## src/rtl/gpio_setclr_pkg.sv

```systemverilog
package gpio_setclr_pkg;
  localparam int unsigned ADDR_W = 5;

  localparam logic [ADDR_W-1:0] A_OUT_SET = 5'h00;
  localparam logic [ADDR_W-1:0] A_OUT_CLR = 5'h04;
  localparam logic [ADDR_W-1:0] A_OE_SET  = 5'h08;
  localparam logic [ADDR_W-1:0] A_OE_CLR  = 5'h0C;
  localparam logic [ADDR_W-1:0] A_PIN_IN  = 5'h10;

  typedef enum logic [2:0] {
    SEL_NONE,
    SEL_OUT,
    SEL_OE,
    SEL_IN
  } rd_sel_e;

  typedef struct packed {
    logic out_set;
    logic out_clr;
    logic oe_set;
    logic oe_clr;
  } wr_strb_t;
endpackage

```

## src/rtl/gpio_reg_decode.sv

```systemverilog
module gpio_reg_decode
  import gpio_setclr_pkg::*;
(
  input  logic              req_i,
  input  logic              we_i,
  input  logic [ADDR_W-1:0] addr_i,
  output wr_strb_t          strb_o,
  output logic              rd_en_o,
  output rd_sel_e           rd_sel_o
);
  logic wr;
  assign wr      = req_i & we_i;
  assign rd_en_o = req_i & ~we_i;

  always_comb begin
    strb_o.out_set = wr && (addr_i == A_OUT_SET);
    strb_o.out_clr = wr && (addr_i == A_OUT_CLR);
    strb_o.oe_set  = wr && (addr_i == A_OE_SET);
    strb_o.oe_clr  = wr && (addr_i == A_OE_CLR);
  end

  always_comb begin
    unique case (addr_i)
      A_OUT_SET, A_OUT_CLR: rd_sel_o = SEL_OUT;
      A_OE_SET,  A_OE_CLR:  rd_sel_o = SEL_OE;
      A_PIN_IN:             rd_sel_o = SEL_IN;
      default:              rd_sel_o = SEL_NONE;
    endcase
  end
endmodule

```

## src/rtl/gpio_pin_bank.sv

```systemverilog
module gpio_pin_bank
  import gpio_setclr_pkg::*;
#(
  parameter int unsigned NUM_PINS = 32
) (
  input  logic                clk_i,
  input  logic                rst_ni,
  input  wr_strb_t            strb_i,
  input  logic [NUM_PINS-1:0] mask_i,
  output logic [NUM_PINS-1:0] out_q_o,
  output logic [NUM_PINS-1:0] oe_q_o
);
  for (genvar p = 0; p < NUM_PINS; p++) begin : g_pin
    logic hit_out_set, hit_out_clr, hit_oe_set, hit_oe_clr;
    assign hit_out_set = strb_i.out_set & mask_i[p];
    assign hit_out_clr = strb_i.out_clr & mask_i[p];
    assign hit_oe_set  = strb_i.oe_set  & mask_i[p];
    assign hit_oe_clr  = strb_i.oe_clr  & mask_i[p];

    always_ff @(posedge clk_i or negedge rst_ni) begin
      if (!rst_ni) begin
        out_q_o[p] <= 1'b0;
      end else if (hit_out_set) begin
        out_q_o[p] <= 1'b1;
      end else if (hit_out_clr) begin
        out_q_o[p] <= 1'b0;
      end
    end

    always_ff @(posedge clk_i or negedge rst_ni) begin
      if (!rst_ni) begin
        oe_q_o[p] <= 1'b0;
      end else if (hit_oe_set) begin
        oe_q_o[p] <= 1'b1;
      end else if (hit_oe_clr) begin
        oe_q_o[p] <= 1'b0;
      end
    end
  end
endmodule

```

## src/rtl/gpio_in_sync.sv

```systemverilog
module gpio_in_sync #(
  parameter int unsigned WIDTH  = 32,
  parameter int unsigned STAGES = 2
) (
  input  logic             clk_i,
  input  logic             rst_ni,
  input  logic [WIDTH-1:0] d_i,
  output logic [WIDTH-1:0] q_o
);
  logic [WIDTH-1:0] stage_q [STAGES];

  always_ff @(posedge clk_i or negedge rst_ni) begin
    if (!rst_ni) begin
      stage_q[0] <= '0;
    end else begin
      stage_q[0] <= d_i;
    end
  end

  for (genvar s = 1; s < STAGES; s++) begin : g_stage
    always_ff @(posedge clk_i or negedge rst_ni) begin
      if (!rst_ni) begin
        stage_q[s] <= '0;
      end else begin
        stage_q[s] <= stage_q[s-1];
      end
    end
  end

  assign q_o = stage_q[STAGES-1];
endmodule

```

## src/rtl/gpio_setclr_port.sv

```systemverilog
module gpio_setclr_port
  import gpio_setclr_pkg::*;
#(
  parameter int unsigned NUM_PINS    = 32,
  parameter int unsigned SYNC_STAGES = 2
) (
  input  logic                clk_i,
  input  logic                rst_ni,
  input  logic                req_i,
  input  logic                we_i,
  input  logic [ADDR_W-1:0]   addr_i,
  input  logic [NUM_PINS-1:0] wdata_i,
  output logic [NUM_PINS-1:0] rdata_o,
  input  logic [NUM_PINS-1:0] pad_i,
  output logic [NUM_PINS-1:0] pad_o,
  output logic [NUM_PINS-1:0] pad_oe_o
);
  wr_strb_t            strb;
  logic                rd_en;
  rd_sel_e             rd_sel;
  logic [NUM_PINS-1:0] out_q, oe_q, pad_sync, pin_lvl, rd_mux;

  gpio_reg_decode i_decode (
    .req_i   (req_i),
    .we_i    (we_i),
    .addr_i  (addr_i),
    .strb_o  (strb),
    .rd_en_o (rd_en),
    .rd_sel_o(rd_sel)
  );

  gpio_pin_bank #(.NUM_PINS(NUM_PINS)) i_bank (
    .clk_i  (clk_i),
    .rst_ni (rst_ni),
    .strb_i (strb),
    .mask_i (wdata_i),
    .out_q_o(out_q),
    .oe_q_o (oe_q)
  );

  gpio_in_sync #(.WIDTH(NUM_PINS), .STAGES(SYNC_STAGES)) i_sync (
    .clk_i (clk_i),
    .rst_ni(rst_ni),
    .d_i   (pad_i),
    .q_o   (pad_sync)
  );

  // driven pins report their own level, tristated pins the outside world
  assign pin_lvl = (oe_q & out_q) | (~oe_q & pad_sync);

  always_comb begin
    unique case (rd_sel)
      SEL_OUT: rd_mux = out_q;
      SEL_OE:  rd_mux = oe_q;
      SEL_IN:  rd_mux = pin_lvl;
      default: rd_mux = '0;
    endcase
  end

  always_ff @(posedge clk_i or negedge rst_ni) begin
    if (!rst_ni) begin
      rdata_o <= '0;
    end else if (rd_en) begin
      rdata_o <= rd_mux;
    end
  end

  assign pad_o    = out_q;
  assign pad_oe_o = oe_q;
endmodule

```

## config.mk

```make
export PLATFORM = sky130hd
export DESIGN_NAME = gpio_setclr_port
export DESIGN_NICKNAME = d
export VERILOG_FILES = /design/src/rtl/gpio_setclr_pkg.sv /design/src/rtl/gpio_reg_decode.sv /design/src/rtl/gpio_pin_bank.sv /design/src/rtl/gpio_in_sync.sv /design/src/rtl/gpio_setclr_port.sv
export SDC_FILE = /design/constraint.sdc
export NUM_CORES = 1
export LEC_CHECK = 0
export ABC_AREA = 1
export ABC_CLOCK_PERIOD_IN_PS = 1310
export BUFFER_PORTS_ARGS = -buffer_cell sky130_fd_sc_hd__buf_2
export CAP_MARGIN = 25
export CORE_MARGIN = 2
export CORE_UTILIZATION = 45
export DETAILED_ROUTE_END_ITERATION = 10
export PLACE_DENSITY = 0.8
export RECOVER_POWER = 100
export SLEW_MARGIN = 20
export SYNTH_ARGS = -nofsm -noshare
export SYNTH_HDL_FRONTEND = slang
export SYNTH_SLANG_ARGS = --single-unit
```

## constraint.sdc

```tcl
create_clock -name clk_i -period 1.31 [get_ports clk_i]
set_clock_uncertainty 0.05 [all_clocks]
set_input_delay 0.1965 -clock clk_i [delete_from_list [all_inputs] [get_ports clk_i]]
set_output_delay 0.1965 -clock clk_i [all_outputs]
set_load 0.02 [all_outputs]
```

==> results of run 1 <==
==> layout make-up <==
| cell class | count | area share |
|---|---|---|
| sequential | 160 | 0.419 |
| multi-input combinational | 494 | 0.233 |
| timing repair buffer | 295 | 0.218 |
| clock buffer | 21 | 0.0491 |
| inverter | 102 | 0.0400 |
| tap | 188 | 0.0246 |
| clock inverter | 10 | 0.0166 |
==> metal layers <==
layer	routed length (um)	global-route usage
met5	0	0
met4	801	0.115
met3	1290	0.0532
met2	9980	0.429
met1	7970	0.320
==> logic make-up (layout without fill, tap and decap cells) <==
kind of cell | Yosys count | after routing
AO/OA/AOI/OAI | 128 | 128
flip-flops | 160 | 160
AND/OR/NAND/NOR | 366 | 366
buffers and inverters | 139 | 428
==> flip-flops by register name (all words and copies together) (netlist names) <==
signal / count
i_bank.oe_q_o: 32
i_bank.out_q_o: 32
i_sync.q_o: 32
i_sync.stage_q: 32
rdata_o: 32
==> stage by stage <==
stage               setup TNS, ps  worst slack (ps)   util  instances
floorplan                       0               200      -        793
global placement            -8.42             -8.42  0.540       1145
detailed placement           -309             -48.9  0.540       1145
CTS                             0              1.87  0.628       1246
global route                -9.25             -9.25  0.637       1270
finish                          0              17.5  0.637       1270
==> power groups by stage <==
stage,Clock (mW),Sequential (mW),Combinational [mW]
after floorplan,0,6.11,0.577
after global placement,0,5.79,1.71
after detailed placement,0,5.81,1.75
after CTS,5.32,5.71,1.96
after global routing,5.54,5.75,2.35
final,5.27,5.70,2.15
==> how the worst max path moves through the flow <==
stage,startpoint,end,slack (ps),depth (start not counted)
2_1_floorplan,addr_i[1],i_bank.oe_q_o[0],200,7
3_3_place_gp,addr_i[1],i_bank.out_q_o[9],-8,7
3_5_place_dp,addr_i[1],i_bank.oe_q_o[13],-50,8
4_1_cts,i_bank.oe_q_o[28],pad_oe_o[28],2,1
5_1_grt,i_bank.oe_q_o[23],pad_oe_o[23],-9,1
6_report,i_bank.oe_q_o[0],pad_oe_o[0],20,1
==> cell usage in the layout, fill, tap and decap left out <==
| cell | n |
|---|---|
| clkbuf_1 | 6 |
| clkbuf_4 | 2 |
| nand3_1 | 33 |
| buf_12 | 10 |
| clkinv_4 | 1 |
| buf_4 | 50 |
| clkbuf_2 | 7 |
| clkbuf_16 | 17 |
| clkinv_2 | 3 |
| nand2_2 | 1 |
| nand3_2 | 1 |
| clkbuf_8 | 3 |
| bufinv_16 | 4 |
| nand4_1 | 32 |
| dlygate4sd3_1 | 65 |
| buf_2 | 154 |
| inv_1 | 100 |
| buf_6 | 2 |
| dfrtp_1 | 155 |
| clkinvlp_4 | 2 |
| nand2_1 | 194 |
| nor2_4 | 5 |
| nor2_1 | 97 |
| o21ai_1 | 91 |
| dfrtp_2 | 5 |
| nor3_4 | 1 |
| nand4_4 | 2 |
| inv_2 | 2 |
| o21ai_0 | 37 |
==> what timing repair did <==
action	in CTS	in global routing
endpoints found under the hold margin	225	0
setup buffers	5	24
endpoints found under the setup margin	4	29
hold buffers	65	0
gates resized for setup	0	15
==> metrics.yaml, run 1 <==
synth_top_family_by_area: "simple AND/OR/NAND/NOR gates"
ys_types: 18
arrival_ps: 1050
whs_endpoint: "rdata_o[11]"
tritoncts: "done"
fin_nets: 1143
portBuffers: 168
final.min_clock_period_ps: 1290
period_share: 0.987
crit_fanout: 5
p_leak_nw: 5.51
synth_common_cells: "nand2_1, dfrtp_1, o21ai_1"
yosysSeqAreaShare: 0.584
synth_ff_type: "dfrtp_1"
clk_latency_ps: 430
grt-ovfl-total: 0
root_buffer: "clkbuf_16"
crit_path_end_kind: "output port"
combPwrFrac: 0.164
clock_path_buffers: 2
p_seq_frac: 0.434
yosys-top-cells-area: "dfrtp_1, nand2_1, o21ai_1"
viasPerCell: 5.10
die_w_um: 127
yosysWarningCount: 0
grt_pass1_vias: 6324
intPower_mw: 9.55
dieArea_mm2: 0.0162
reg2reg_slack_ps: 60
antenna_found_initial: 0
slew_violations: 0
r2r.worst_path.cells: 7
setup_violations: 0
worst_slew_pin_slew_ps: 661
synthXorXnorAreaFrac: 0
r2r-end: "rdata_o[5]"
power_density_mw_per_mm2: 1370
clk_pin_slew_ps: 60
drt_iter0_drc: 495
fillers: 1130
seqCellArea_mm2: 0.00401
firstDrtPassIters: 5
outcome: "complete, no violations"
hold_path_startpoint: "we_i"
placed_cell_area_mm2: 0.00812
drive_above_1_share: 0.251
grt_util_all_layers: 0.256
slowest_delay_ps: 410
syn_area_mm2: 0.00686
path_buf_inv: 1
cp_cell_sequence: "buf_2"
synthCells: 793
multiInputGateArea_mm2: 0.00223
synth-edff-count: 0
hold_depth: 4
drv_cap: 0
synthMuxAreaShare: 0
clockPowerShare: 0.402
cts_buffers: 17
worst_hold_slack_ps: 62.5
h-tree-depth: 4
synth_fa_ha_area_frac: 0
criticalPathCategory: "flop to output port"
async_flop_share: 1.00
gp_congestion: 0.849
vias: 6483
switchingPower_mw: 3.58
swShare: 0.273
cts.sinks: 160
ios: 169
grt_max_degree: 50
synth_top_area_frac: 0.584
critPathSlowestCell: "dfrtp_1"
drc: 0
fmax_mhz: 774
synth-seq-cells: 160
synth_top_cell_by_area: "dfrtp_1"
wl_per_cell_um: 15.8
synth.net_count: 866
critPathTopFamily: "flip-flops"
areaGrowthSynthToFinish_pct: 39.7
routed_wl_mm: 20.0
antennaDiodeCount: 0
grt_pass1_wl_mm: 32.2
synth_simple_gate_area_frac: 0.230
cp-start-kind: "flop"
p_total_mw: 13.1
die_h_um: 127
rr_startpoint: "i_bank.oe_q_o[5]"
rows: 45
hold_violations: 0
postSynthAreaPerCell_um2: 8.65
maxSlewHeadroom: 0.559
required_ps: 1060
hold_class: "input pin to flop"
hpwl_mm: 12.2
synth_most_common_cell: "nand2_1"
ant_nets: 0
initial_utilization: 0.456
postLayoutCellArea_mm2: 0.00958
peakVddDrop_mv: 0.827
synth-compound-area-share: 0.0934
core_mm2: 0.0150
Power figures use the tool's default switching activity.
==> run 2: changes to the inputs <==
--- a/config.mk
+++ b/config.mk
@@ -5,11 +5,11 @@
 export SDC_FILE = /design/constraint.sdc
 export NUM_CORES = 1
 export LEC_CHECK = 0
-export ABC_AREA = 1
+export ABC_AREA = 0
 export ABC_CLOCK_PERIOD_IN_PS = 1310
 export BUFFER_PORTS_ARGS = -buffer_cell sky130_fd_sc_hd__buf_2
 export CAP_MARGIN = 25
-export CORE_MARGIN = 2
+export CORE_MARGIN = 3
 export CORE_UTILIZATION = 45
 export DETAILED_ROUTE_END_ITERATION = 10
 export PLACE_DENSITY = 0.8
==> run 2 against run 1 <==
Sequential share of layout area is 1.1 points higher. Power is 1.8% lower. Largest cell class unchanged. First-iteration DRC count down 5.3%. Highest routed layer unchanged. Synthesized cell count fell by 24%. Non-clock buffer count shrank 12.
==> metrics.yaml, run 2 <==
final.min_clock_period_ps: 1280  # was 1290 ps
power_density_mw_per_mm2: 1380  # was 1370 mW/mm2
critPathTopFamily: "flip-flops"  # unchanged
rsz0062_at_grt: "false"
die_h_um: 129  # was 127 um
grt_max_degree: 38  # was 50
grt_pass1_vias: 5722  # was 6324
postLayoutCellArea_mm2: 0.00934  # was 0.00958 mm2
drc: 0  # unchanged
postSynthAreaPerCell_um2: 11.3  # was 8.65 um2
hold_class: "input pin to flop"  # unchanged
reg2reg_slack_ps: 50  # was 60 ps
criticalPathCategory: "flop to output port"  # unchanged
crit_path_end_kind: "output port"  # unchanged
drv_cap: 0  # unchanged
cp-start-kind: "flop"  # unchanged
cp_cell_sequence: "buf_2"  # unchanged
synth.net_count: 676  # was 866
cts_buffers: 17  # unchanged
p_total_mw: 12.9  # was 13.1 mW
ant_nets: 0  # unchanged
fin_nets: 932  # was 1143
rr_startpoint: "i_bank.oe_q_o[30]"  # was i_bank.oe_q_o[5]
hold_path_startpoint: "wdata_i[22]"  # was we_i
required_ps: 1060  # about the same
placed_cells: 960  # was 1145
hold_violations: 0  # unchanged
layout_setup_ws_ps: 34.5  # was 17.5 ps
dp_slack_ps: -146  # was -48.9 ps
synth_ff_type: "dfrtp_1"  # unchanged
routed_wl_mm: 19.7  # was 20.0 mm
hpwl_mm: 12.7  # was 12.2 mm
initial_utilization: 0.464  # was 0.456
layout_commonest_cell: "dfrtp_1"  # was nand2_1
viasPerCell: 5.46  # was 5.10
setup_violations: 0  # unchanged
synth-edff-count: 0  # unchanged
areaGrowthSynthToFinish_pct: 37.0  # was 39.7%
worst_slew_pin_slew_ps: 550  # was 661 ps
ios: 169  # unchanged
wl_per_cell_um: 18.7  # was 15.8 um
synthCells: 603  # was 793
root_buffer: "clkbuf_16"  # unchanged
firstDrtPassIters: 5  # unchanged
layout_common_cells: "dfrtp_1, clkbuf_2, buf_2"  # was nand2_1, dfrtp_1, buf_2
antenna_found_initial: 1  # was 0
grt_pass1_wl_mm: 31.0  # was 32.2 mm
h-tree-depth: 4  # unchanged
path_buf_inv: 1  # unchanged
die_w_um: 129  # was 127 um
synth-seq-cells: 160  # unchanged
placed_cell_area_mm2: 0.00833  # was 0.00812 mm2
drive_above_1_share: 0.321  # was 0.251
yosysWarningCount: 0  # unchanged
syn_area_mm2: 0.00682  # was 0.00686 mm2
yosys-top-cells-area: "dfrtp_1, mux2i_1, nor2b_1"  # was dfrtp_1, nand2_1, o21ai_1
drt_iter0_drc: 469  # was 495
fmax_mhz: 784  # was 774 MHz
grt_util_all_layers: 0.240  # was 0.256
outcome: "complete, no violations"  # unchanged
vias: 5773  # was 6483
clk_latency_ps: 420  # was 430 ps
yosysSeqAreaShare: 0.587  # was 0.584
clk_pin_slew_ps: 60  # about the same
synth_top_cell_by_area: "dfrtp_1"  # unchanged
synth_top_area_frac: 0.587  # was 0.584
async_flop_share: 1.00  # unchanged
cp-startpoint: "i_bank.oe_q_o[16]"  # was i_bank.oe_q_o[0]
finalNonFillerCells: 1057  # was 1270
synth_most_common_cell: "dfrtp_1"  # was nand2_1
arrival_ps: 1030  # was 1050 ps
cts.sinks: 160  # unchanged
period_share: 0.974  # was 0.987
maxSlewHeadroom: 0.633  # was 0.559
slowest_delay_ps: 440  # was 410 ps
core_mm2: 0.0147  # was 0.0150 mm2
portBuffers: 168  # unchanged
peakVddDrop_mv: 0.926  # was 0.827 mV
critPathSlowestCell: "dfrtp_2"  # was dfrtp_1
crit_fanout: 5  # unchanged
slew_violations: 0  # unchanged
dieArea_mm2: 0.0167  # was 0.0162 mm2
grt-ovfl-total: 0  # unchanged
ys_types: 27  # was 18
gp_congestion: 0.829  # was 0.849
rows: 44  # was 45
clock_path_buffers: 2  # unchanged
synth_common_cells: "dfrtp_1, inv_1, mux2i_1, nor2b_1, nand3_1"  # was nand2_1, dfrtp_1, o21ai_1
p_leak_nw: 4.80  # was 5.51 nW
tritoncts: "done"  # unchanged
## run 2: cell count changes in the layout (fill, tap and decap cells not counted), sizes merged, moves of 78 or more
cell / previous run / this run
nand2: 195 / 32
nor2: 102 / 1
buf: 216 / 138
o21ai: 128 / 32
clkbuf: 35 / 124
## run 2: final timing paths
path,endpoint,cells past startpoint
worst max-delay path,pad_oe_o[16],1
worst min-delay path,i_bank.out_q_o[22],3
worst max register to register,rdata_o[30],3
worst min register to register,i_sync.q_o[21],0
max in group asynchronous,i_bank.oe_q_o[9],3
min in group asynchronous,i_sync.stage_q[55],2
## run 2: logic make-up after synthesis
group,synth area share
AOI/OAI and AO/OA,0.107
buffers and inverters,0.0718
DFF,0.587
muxes,0.0940
and+or+nand+nor,0.139
## run 2: power by group
| part | internal [mW] | total (mW) | switching (mW) |
|---|---|---|---|
| registers | 5.37 | 5.71 | 0.345 |
| logic | 0.911 | 2.22 | 1.31 |
| clock network | 2.88 | 4.96 | 2.07 |
| total | 9.16 | 12.9 | 3.72 |
## run 2: per-stage QoR
step           TNS (ps)  hold slack, ps   util
2_1_floorplan      -467            -149      -
3_3_place_gp      -4250            59.2  0.566
3_5_place_dp      -7140            58.8  0.566
4_1_cts               0           0.511  0.637
5_1_grt               0            9.99  0.635
6_report              0            16.6  0.635
## run 2: repair_timing
action | CTS | global route
pin swaps | 0 | 0
hold buffers | 39 | 0
endpoints found under the setup margin | 7 | 19
buffers inserted | 6 | 19
gates resized for setup | 1 | 11
endpoints found under the hold margin | 198 | 0
## run 2: per-layer routing
metal / track usage / vias to the layer above / share of wire
li1: - / 2603 / -
met1: 0.329 / 2855 / 0.42
met2: 0.380 / 287 / 0.49
met3: 0.0556 / 28 / 0.069
met4: 0.0784 / 0 / 0.018
met5: 0 / - / 0
## run 2: final cells by class
cell class                      instances  area [um2]
Antenna cell                            1        2.50
Clock buffer                           18         439
Clock inverter                         14         156
Fill cell                            1147        5360
Inverter                               65         244
Multi-Input combinational cell        332        2350
Sequential cell                       160        4010
Tap cell                              184         230
Timing Repair Buffer                  283        1910
## run 2: worst reg2reg max path: stages (launching register included)
cell	delay, ps
dfrtp_1	440
nor4bb_1	370
a2111oi_2	90
o31ai_1	210
==> run 3: changes to the inputs <==
--- a/config.mk
+++ b/config.mk
@@ -5,7 +5,7 @@
 export SDC_FILE = /design/constraint.sdc
 export NUM_CORES = 1
 export LEC_CHECK = 0
-export ABC_AREA = 0
+export ABC_AREA = 1
 export ABC_CLOCK_PERIOD_IN_PS = 1310
 export BUFFER_PORTS_ARGS = -buffer_cell sky130_fd_sc_hd__buf_2
 export CAP_MARGIN = 25
==> run 3 against run 2 <==
First-iteration DRC count grew 2.1%. Highest routed layer unchanged. Critical endpoint is now rdata_o[16]. Critical path depth rose by 6. Global-route usage down 0.51 points. Worst setup slack lost 18 ps. Non-clock buffer count grew 10. Critical path type is now flop to flop. Fmax down 1.4%.
==> metrics.yaml, run 3 (same netlist as run 1, synthesis figures left out) <==
die_h_um: 129  # about the same
path_buf_inv: 2  # was 1
power_density_mw_per_mm2: 1340  # was 1380 mW/mm2
drv_cap: 0  # unchanged
setup_violations: 0  # unchanged
postLayoutCellArea_mm2: 0.00948  # was 0.00934 mm2
core_mm2: 0.0147  # unchanged
ant_nets: 0  # unchanged
drc: 0  # unchanged
tritoncts: "done"  # unchanged
hold_class: "input pin to flop"  # unchanged
firstDrtPassIters: 5  # unchanged
final.min_clock_period_ps: 1290  # was 1280 ps
worst_slew_pin_slew_ps: 519  # was 550 ps
layout_setup_ws_ps: 16.5  # was 34.5 ps
antennaDiodeCount: 0  # was 1
layout_common_cells: "nand2_1, dfrtp_1, inv_1"  # was dfrtp_1, clkbuf_2, buf_2
grt_pass1_vias: 6070  # was 5722
grt_pass1_wl_mm: 30.6  # was 31.0 mm
crit_fanout: 4  # was 5
root_buffer: "clkbuf_16"  # unchanged
ios: 169  # unchanged
viasPerCell: 5.06  # was 5.46
grt_max_degree: 43  # was 38
cp_cell_sequence: "clkbuf_4 -> nand2_1 -> inv_1 -> nor2_1 -> nor2_1 -> o21ai_0 -> nand2_1"  # was buf_2
hold_violations: 0  # unchanged
initial_utilization: 0.466  # was 0.464
grt_util_all_layers: 0.234  # was 0.240
arrival_ps: 1540  # was 1030 ps
fin_nets: 1141  # was 932
fmax_mhz: 773  # was 784 MHz
hold_depth: 3  # unchanged
critPathSlowestCell: "dfrtp_1"  # was dfrtp_2
peakVddDrop_mv: 1.24  # was 0.926 mV
seqCellArea_mm2: 0.00401  # about the same
required_ps: 1560  # was 1060 ps
layout_commonest_cell: "nand2_1"  # was dfrtp_1
die_w_um: 129  # about the same
portBuffers: 168  # unchanged
whs_endpoint: "i_bank.oe_q_o[10]"  # was i_bank.out_q_o[22]
cts_buffers: 17  # unchanged
criticalPathCategory: "flop to flop"  # was flop to output port
dp_slack_ps: -60.3  # was -146 ps
antenna_found_initial: 0  # was 1
areaGrowthSynthToFinish_pct: 38.2  # was 37.0%
hpwl_mm: 12.4  # was 12.7 mm
p_leak_nw: 5.40  # was 4.80 nW
placed_cell_area_mm2: 0.00809  # was 0.00833 mm2
h-tree-depth: 4  # unchanged
rr_startpoint: "i_bank.oe_q_o[16]"  # was i_bank.oe_q_o[30]
routed_wl_mm: 19.8  # was 19.7 mm
clk_pin_slew_ps: 60  # about the same
gp_congestion: 0.797  # was 0.829
clock_path_buffers: 2  # unchanged
period_share: 0.987  # was 0.974
crit_path_end_kind: "flop"  # was output port
critPathTopFamily: "flip-flops"  # unchanged
vias: 6401  # was 5773
slowest_delay_ps: 420  # was 440 ps
reg2reg_slack_ps: 20  # was 50 ps
cp-start-kind: "flop"  # unchanged
maxSlewHeadroom: 0.654  # was 0.633
drive_above_1_share: 0.248  # was 0.321
rows: 44  # unchanged
outcome: "complete, no violations"  # unchanged
fin_tns_setup_ps: 0  # unchanged
cts.sinks: 160  # unchanged
wl_per_cell_um: 15.7  # was 18.7 um
utilization: 0.645  # was 0.635
multiInputGateArea_mm2: 0.00221  # was 0.00235 mm2
clk_latency_ps: 420  # about the same
slew_violations: 0  # unchanged
dieArea_mm2: 0.0168  # was 0.0167 mm2
hold_path_startpoint: "req_i"  # was wdata_i[22]
r2r-end: "rdata_o[16]"  # was rdata_o[30]
fillers: 1134  # was 1147
grt-ovfl-total: 0  # unchanged
r2r.worst_path.cells: 7  # was 3
drt_iter0_drc: 479  # was 469
## run 3: cell count changes in the layout (fill, tap and decap cells not counted), moves of 31 or more
cell      delta
inv_1       +34
nor2_1      +97
mux2i_1     -64
nand2_1    +161
nor2b_1     -63
nand4_1     +32
o21ai_1     +76
o221ai_1    -31
a32oi_1     -31
## run 3: routing by layer
layer / part of all wire / global-route usage / vias up / wire, um
met5: 0 / 0 / - / 0
met4: 0.022 / 0.0831 / 0 / 436
met3: 0.065 / 0.0519 / 33 / 1290
met2: 0.51 / 0.393 / 256 / 10000
met1: 0.41 / 0.302 / 3051 / 8060
li1: - / - / 3061 / -
## run 3: report_power, final
| part | switching, mW | leakage (nW) | total (mW) | internal (mW) |
|---|---|---|---|---|
| Clock | 1.95 | 0.280 | 4.90 | 2.95 |
| Sequential | 0.358 | 2.03 | 5.71 | 5.35 |
| Combinational | 1.25 | 3.09 | 2.11 | 0.856 |
## run 3: layout make-up
| type | count | share of cell area |
|---|---|---|
| Clock buffer | 23 | 0.0504 |
| Clock inverter | 9 | 0.0112 |
| Inverter | 102 | 0.0404 |
| Multi-Input combinational cell | 494 | 0.234 |
| Sequential cell | 160 | 0.423 |
| Tap cell | 184 | 0.0243 |
| Timing Repair Buffer | 293 | 0.217 |
## run 3: metrics by stage
step	instances	hold slack [ps]	power, mW
3_5_place_dp	1140	58.9	7.56
3_3_place_gp	1140	60.4	7.50
5_1_grt	1265	122	13.2
2_1_floorplan	793	-149	6.68
6_report	1265	101	12.7
4_1_cts	1239	87.6	12.6
## run 3: tightest hold or removal path, cell delays in order
cell	delay [ps]
buf_2	140
nand4_4	120
o21ai_0	70
## run 3: worst max path at each step
stage | start | to | slack [ps] | cells after the start
CTS | i_bank.oe_q_o[26] | pad_oe_o[26] | 0.02 | 1
detailed placement | addr_i[1] | i_bank.oe_q_o[3] | -60 | 8
floorplan | addr_i[1] | i_bank.oe_q_o[0] | 200 | 7
global placement | addr_i[1] | i_bank.oe_q_o[29] | -10 | 8
finish | i_bank.oe_q_o[16] | rdata_o[16] | 20 | 7
global route | i_bank.oe_q_o[16] | rdata_o[16] | -90 | 7
## run 3: timing repair
| action | in CTS | in global routing |
|---|---|---|
| hold buffers | 65 | 0 |
| setup buffers | 2 | 26 |
| endpoints found under the setup margin | 3 | 31 |
| hold endpoints to repair | 227 | 0 |
| gates resized for setup | 1 | 19 |
